==> config.mk <==
export PLATFORM = sky130hd
export DESIGN_NAME = booth_mult_seq
export DESIGN_NICKNAME = d
export VERILOG_FILES = /design/src/rtl/booth_pkg.sv /design/src/rtl/booth_recode.sv /design/src/rtl/booth_addsub.sv /design/src/rtl/booth_seq_ctrl.sv /design/src/rtl/booth_mult_seq.sv
export SDC_FILE = /design/constraint.sdc
export NUM_CORES = 1
export LEC_CHECK = 0
export ABC_AREA = 1
export BUFFER_PORTS_ARGS = -buffer_cell sky130_fd_sc_hd__buf_2
export CAP_MARGIN = 10
export CELL_PAD_IN_SITES_DETAIL_PLACEMENT = 1
export CELL_PAD_IN_SITES_GLOBAL_PLACEMENT = 1
export CORE_MARGIN = 4
export CORE_UTILIZATION = 35
export CTS_CLUSTER_DIAMETER = 80
export CTS_CLUSTER_SIZE = 28
export DETAILED_ROUTE_END_ITERATION = 8
export GPL_ROUTABILITY_DRIVEN = 0
export GPL_TIMING_DRIVEN = 0
export PLACE_DENSITY = 0.78
export SETUP_SLACK_MARGIN = 0.1
export SLEW_MARGIN = 20
export SYNTH_ARGS = -nofsm -noshare
export SYNTH_HDL_FRONTEND = slang
export SYNTH_SLANG_ARGS = --single-unit
==> constraint.sdc <==
create_clock -name clk -period 2.5 [get_ports clk]
set_input_delay 0.75 -clock clk [delete_from_list [all_inputs] [get_ports clk]]
set_output_delay 0.75 -clock clk [all_outputs]
set_load 0.05 [all_outputs]
==> src/rtl/booth_pkg.sv <==
package booth_pkg;

    typedef enum logic [1:0] {
        STEP_HOLD = 2'd0,
        STEP_ADD  = 2'd1,
        STEP_SUB  = 2'd2
    } step_op_e;

    typedef enum logic {
        CTL_IDLE = 1'b0,
        CTL_RUN  = 1'b1
    } ctl_state_e;

    typedef struct packed {
        logic add_en;
        logic sub;
    } addsub_ctl_t;

    // pair = {current bit, previous bit}
    function automatic step_op_e recode_pair(input logic [1:0] pair);
        case (pair)
            2'b10:   return STEP_SUB;
            2'b01:   return STEP_ADD;
            default: return STEP_HOLD;
        endcase
    endfunction

    function automatic addsub_ctl_t op_to_ctl(input step_op_e op);
        addsub_ctl_t c;
        c.add_en = (op != STEP_HOLD);
        c.sub    = (op == STEP_SUB);
        return c;
    endfunction

endpackage

==> src/rtl/booth_recode.sv <==
module booth_recode
    import booth_pkg::*;
(
    input  logic [1:0]  pair_i,
    output step_op_e    op_o,
    output addsub_ctl_t ctl_o
);
    always_comb begin
        op_o  = recode_pair(pair_i);
        ctl_o = op_to_ctl(op_o);
    end
endmodule

==> src/rtl/booth_addsub.sv <==
module booth_addsub
    import booth_pkg::*;
#(
    parameter int AW = 9
) (
    input  logic [AW-1:0] acc_i,
    input  logic [AW-1:0] opd_i,
    input  addsub_ctl_t   ctl_i,
    output logic [AW-1:0] res_o
);
    logic [AW-1:0] opd_sel;
    logic          cin;

    always_comb begin
        if (!ctl_i.add_en) begin
            opd_sel = '0;
            cin     = 1'b0;
        end else if (ctl_i.sub) begin
            opd_sel = ~opd_i;
            cin     = 1'b1;
        end else begin
            opd_sel = opd_i;
            cin     = 1'b0;
        end
        res_o = acc_i + opd_sel + {{(AW-1){1'b0}}, cin};
    end
endmodule

==> src/rtl/booth_seq_ctrl.sv <==
module booth_seq_ctrl
    import booth_pkg::*;
#(
    parameter int STEPS = 8
) (
    input  logic clk,
    input  logic rst,
    input  logic start_i,
    output logic load_o,
    output logic step_o,
    output logic done_o
);
    localparam int CW = (STEPS > 1) ? $clog2(STEPS) : 1;
    localparam logic [CW-1:0] LAST = CW'(STEPS - 1);

    ctl_state_e    state_q;
    logic [CW-1:0] cnt_q;
    logic          done_q;

    assign load_o = (state_q == CTL_IDLE) && start_i;
    assign step_o = (state_q == CTL_RUN);
    assign done_o = done_q;

    always_ff @(posedge clk) begin
        if (rst) begin
            state_q <= CTL_IDLE;
            cnt_q   <= '0;
            done_q  <= 1'b0;
        end else begin
            done_q <= 1'b0;
            case (state_q)
                CTL_IDLE: begin
                    if (start_i) begin
                        state_q <= CTL_RUN;
                        cnt_q   <= '0;
                    end
                end
                default: begin
                    if (cnt_q == LAST) begin
                        state_q <= CTL_IDLE;
                        done_q  <= 1'b1;
                    end else begin
                        cnt_q <= cnt_q + 1'b1;
                    end
                end
            endcase
        end
    end
endmodule

==> src/rtl/booth_mult_seq.sv <==
module booth_mult_seq
    import booth_pkg::*;
#(
    parameter int WIDTH = 8
) (
    input  logic             clk,
    input  logic             rst,
    input  logic             start,
    input  logic [WIDTH-1:0] mcand_i,
    input  logic [WIDTH-1:0] mplier_i,
    output logic [WIDTH-1:0] prod_hi_o,
    output logic [WIDTH-1:0] prod_lo_o,
    output logic             done_o
);
    // upper part carries one guard bit so min*min cannot overflow
    localparam int UW = WIDTH + 1;
    localparam int PW = UW + WIDTH + 1;

    logic [WIDTH-1:0] mcand_q;
    logic [PW-1:0]    prod_q;
    logic             load, step;
    step_op_e         op;
    addsub_ctl_t      ctl;
    logic [UW-1:0]    upper_sum;
    logic [PW-1:0]    pre_shift;

    booth_seq_ctrl #(.STEPS(WIDTH)) u_ctrl (
        .clk     (clk),
        .rst     (rst),
        .start_i (start),
        .load_o  (load),
        .step_o  (step),
        .done_o  (done_o)
    );

    booth_recode u_recode (
        .pair_i (prod_q[1:0]),
        .op_o   (op),
        .ctl_o  (ctl)
    );

    booth_addsub #(.AW(UW)) u_addsub (
        .acc_i (prod_q[PW-1 -: UW]),
        .opd_i ({mcand_q[WIDTH-1], mcand_q}),
        .ctl_i (ctl),
        .res_o (upper_sum)
    );

    assign pre_shift = {upper_sum, prod_q[WIDTH:0]};

    always_ff @(posedge clk) begin
        if (rst) begin
            mcand_q <= '0;
            prod_q  <= '0;
        end else if (load) begin
            mcand_q <= mcand_i;
            prod_q  <= {{UW{1'b0}}, mplier_i, 1'b0};
        end else if (step) begin
            prod_q  <= {pre_shift[PW-1], pre_shift[PW-1:1]};
        end
    end

    assign prod_hi_o = prod_q[2*WIDTH -: WIDTH];
    assign prod_lo_o = prod_q[WIDTH:1];
endmodule

==> results.md <==
* Share of cells above drive strength 1 at approximately 27%
* Power density cells at approximately 530 nW/µm²
* Port-buffer cells at 35
* CTS buffer count at 5
* Die area at around 6600 µm²
* Crit start category: register
* CTS H-tree depth at 2
* Unrepaired setup endpoints after global routing: yes
* GRT overflow at 0
* Achievable Freq at approximately 420 MHz
* Hold WC Path Type: register to register
* RR Startpoint: prod_q[1]$_SDFFE_PP0P_
* CP arrival at 2.56 ns
* Hold Startpoint: u_ctrl.cnt_q[2]$_SDFFE_PP0P_
* Core ar. at between 5000 and 6000 µm²
* GRT Overall Usage at 15.25%
* Worst Clk Skew at roughly 0.0085 ns
* Reg2Reg Setup Slack at between 0.1 and 0.15 ns
* Comb pwr share at a little under a quarter
* WL/cell at 12.25 µm
* Worst Reg-to-Reg Cells at 14
* Area contributors post-synth: dfxtp_1 (32%), nor2_1 (9.8%), nand2_1 (9.0%), ha_1 (7.3%), buf_4 (7.2%)
* Sum Neg Setup Slack at 0 ns
* Nets at between 300 and 400
* Die X at between 80 and 90 µm
* Rows at 26
* Min Clock Period, post-route at about 2.4 ns
* Layout overhead on the synthesized area at 22.42%
* Hold Path End: u_ctrl.cnt_q[2]$_SDFFE_PP0P_
* Initial Util at a little over a third
* Internal power at about 0.83 mW
* Post-Syn Area per Cell at about 7 µm²
* Pre-Repair DR Iteration Count at 4
* Mapped Cells at between 200 and 300
* Top-area cell type share of the netlist area at a little under a third
* Slew @ Worst Pin at between 0.2 and 0.3 ns
* Largest net degree at the start of global routing at 11
* CTS root buf: clkbuf_8
* Storage cell area at between 600 and 700 µm²
* CTS tree: yes
* Vert. Die Dim at approximately 81 µm
* Vias in the first global route at ~1800
* Detail Route Antenna Nets at 0
* Rel. slew slack at 82.46%
* Crit path from: prod_q[1]$_SDFFE_PP0P_
* Setup Viol. Count Final at 0
* Vias per cell at roughly 4.6
* Max-Cap Viols at 0
* Synthesized area at about 1900 µm²
* Longest Clk Path Bufs at 2
* Leakage at between 1 and 1.5 nW
* Mapped Nets at 300
* Area leader, netlist: dfxtp_1
* Fillers at 669
* DRC viols at 0
* CTS Hold Bufs at 0
* Outcome: finished, final reports clean
* Hpwl dp at ~3.5 mm
* Clk pwr share at between 30% and 40%
* Sw frac at 31.25%
* Clk_lat worst skew at approximately 0.28 ns
* Area taken by multi-input logic gates at 1005 µm²
* ANT cells at 0
* Post-synthesis cell type count at 25
* First-pass GRT wire length at roughly 8 mm
* Initial drt markers at 58
* P_sw at between 0.3 and 0.4 mW
* Required @ worst endpoint at around 2.7 ns
* R2r endpoint: prod_q[14]$_SDFFE_PP0P_
* Sequential share of power at 43.7%
* Clock sinks at 30
* WHS Path Cells at 2
* Seq/Total Area, Yosys at 31.94%
* CTS clock-pin slew for the worst setup and hold paths at around 0.07 ns
* YS warnings at 0
* FF+latch count, synth at 30
* Initial antenna violation count at 0
* CP Class: register to register
* Worst vdd rail ir drop at 0.3062 mV
* Final period util at a little over nine tenths
* Power, Total at around 1.2 mW
* Worst Path Max Fanout at 5
* Vias post-DR at between 1500 and 2000
* CP Capture Type: register
* Hold Vio Cnt, Final at 0
* Max-slew violations at 0
* Total wire length at about 4.7 mm
* Num ports at 36
-- placed cells by master (no fill, tap or decap), drive strengths merged --
master	n
o21ai	26
inv	39
nand3	12
o211ai	2
clkbuf	6
buf	59
or2	3
nand3b	4
nor2	50
a21oi	7
fa	2
nand2	49
ha	11
dfxtp	30
a31oi	1
xnor2	9
-- synthesized netlist by cell type, drive strengths merged --
library cell / instances
buf: 23
o21ai: 26
nand3b: 4
fa: 2
a31oi: 1
dfxtp: 30
nor2: 50
o211ai: 2
a21oi: 7
ha: 11
xnor2: 9
nand2: 49
inv: 39
nand3: 12
or2: 3
-- per-layer routing --
metal / share of wire [%] / vias to the layer above / GRT usage [%]
met5: 0 / - / 0
li1: - / 896 / -
met4: 0.64 / 0 / 4.730
met1: 44 / 805 / 17.78
met3: 4.2 / 2 / 3.769
met2: 51 / 32 / 27.20
-- final cells by class --
cell class	instances	share of cell area, %
Timing Repair Buffer	37	8.261
Tap cell	70	3.804
Multi-Input combinational cell	176	43.64
Clock buffer	6	3.587
Sequential cell	30	26.30
Inverter	39	6.685
Buffer	22	7.717
-- registers in the layout, summed over array words and instances, names as in the netlist --
name	count
mcand_q	8
u_ctrl.cnt_q	3
u_ctrl.step_o	1
prod_q	17
u_ctrl.done_o	1
-- stage by stage --
step	hold slack, ns	std cells	utilization (%)	area (µm²)	setup slack (ns)
global route	0.4856	380	44.51	2302	0.02222
detailed placement	0.4591	373	41.44	2143	-0.1836
CTS	0.4688	378	43.28	2238	0.1050
floorplan	0.4367	268	-	1881	0.1503
finish	0.4707	380	44.51	2302	0.1275
global placement	0.4544	373	41.44	2143	-0.1133
-- logic make-up (layout without fill, tap and decap cells) --
kind of cell / Yosys count / count (layout) / synth area share (%)
fa+ha+maj: 13 / 13 / 9.448
compound gates: 36 / 36 / 9.914
buf+inv: 62 / 104 / 17.30
xor+xnor: 9 / 9 / 4.192
flops: 30 / 30 / 31.94
simple gates: 118 / 118 / 27.21
-- power groups by stage --
| stage | logic [mW] | clock network [mW] | registers, mW |
|---|---|---|---|
| floorplan | 0.211 | 0 | 0.533 |
| global placement | 0.269 | 0 | 0.537 |
| detailed placement | 0.277 | 0 | 0.539 |
| CTS | 0.281 | 0.407 | 0.529 |
| global route | 0.319 | 0.430 | 0.533 |
| finish | 0.286 | 0.395 | 0.529 |
-- worst max-delay path, cell delays in order, from the launching register on --
cell	delay, ns
dfxtp_4	0.38
ha_4	0.17
buf_8	0.12
xnor2_2	0.13
nor2_2	0.06
fa_2	0.38
fa_2	0.42
nand2_2	0.10
nand2_4	0.06
nand3b_1	0.15
nand2_1	0.08
nand2_1	0.06
nand3_1	0.07
nand2_1	0.07
inv_1	0.03
-- worst max path at each step --
stage                         endpoint  slack, ns
2_1_floorplan  prod_q[16]$_SDFFE_PP0P_       0.15
3_3_place_gp   prod_q[14]$_SDFFE_PP0P_      -0.11
3_5_place_dp   prod_q[14]$_SDFFE_PP0P_      -0.18
4_1_cts        prod_q[14]$_SDFFE_PP0P_       0.10
5_1_grt        prod_q[14]$_SDFFE_PP0P_       0.02
6_report       prod_q[14]$_SDFFE_PP0P_       0.13
-- what timing repair did --
item                       in CTS  in global routing
setup endpoints to repair       3                  3
buffers inserted                0                  2
gates resized for setup         5                 13
pin swaps                       2                  7
(Power assumes the default switching activity.)
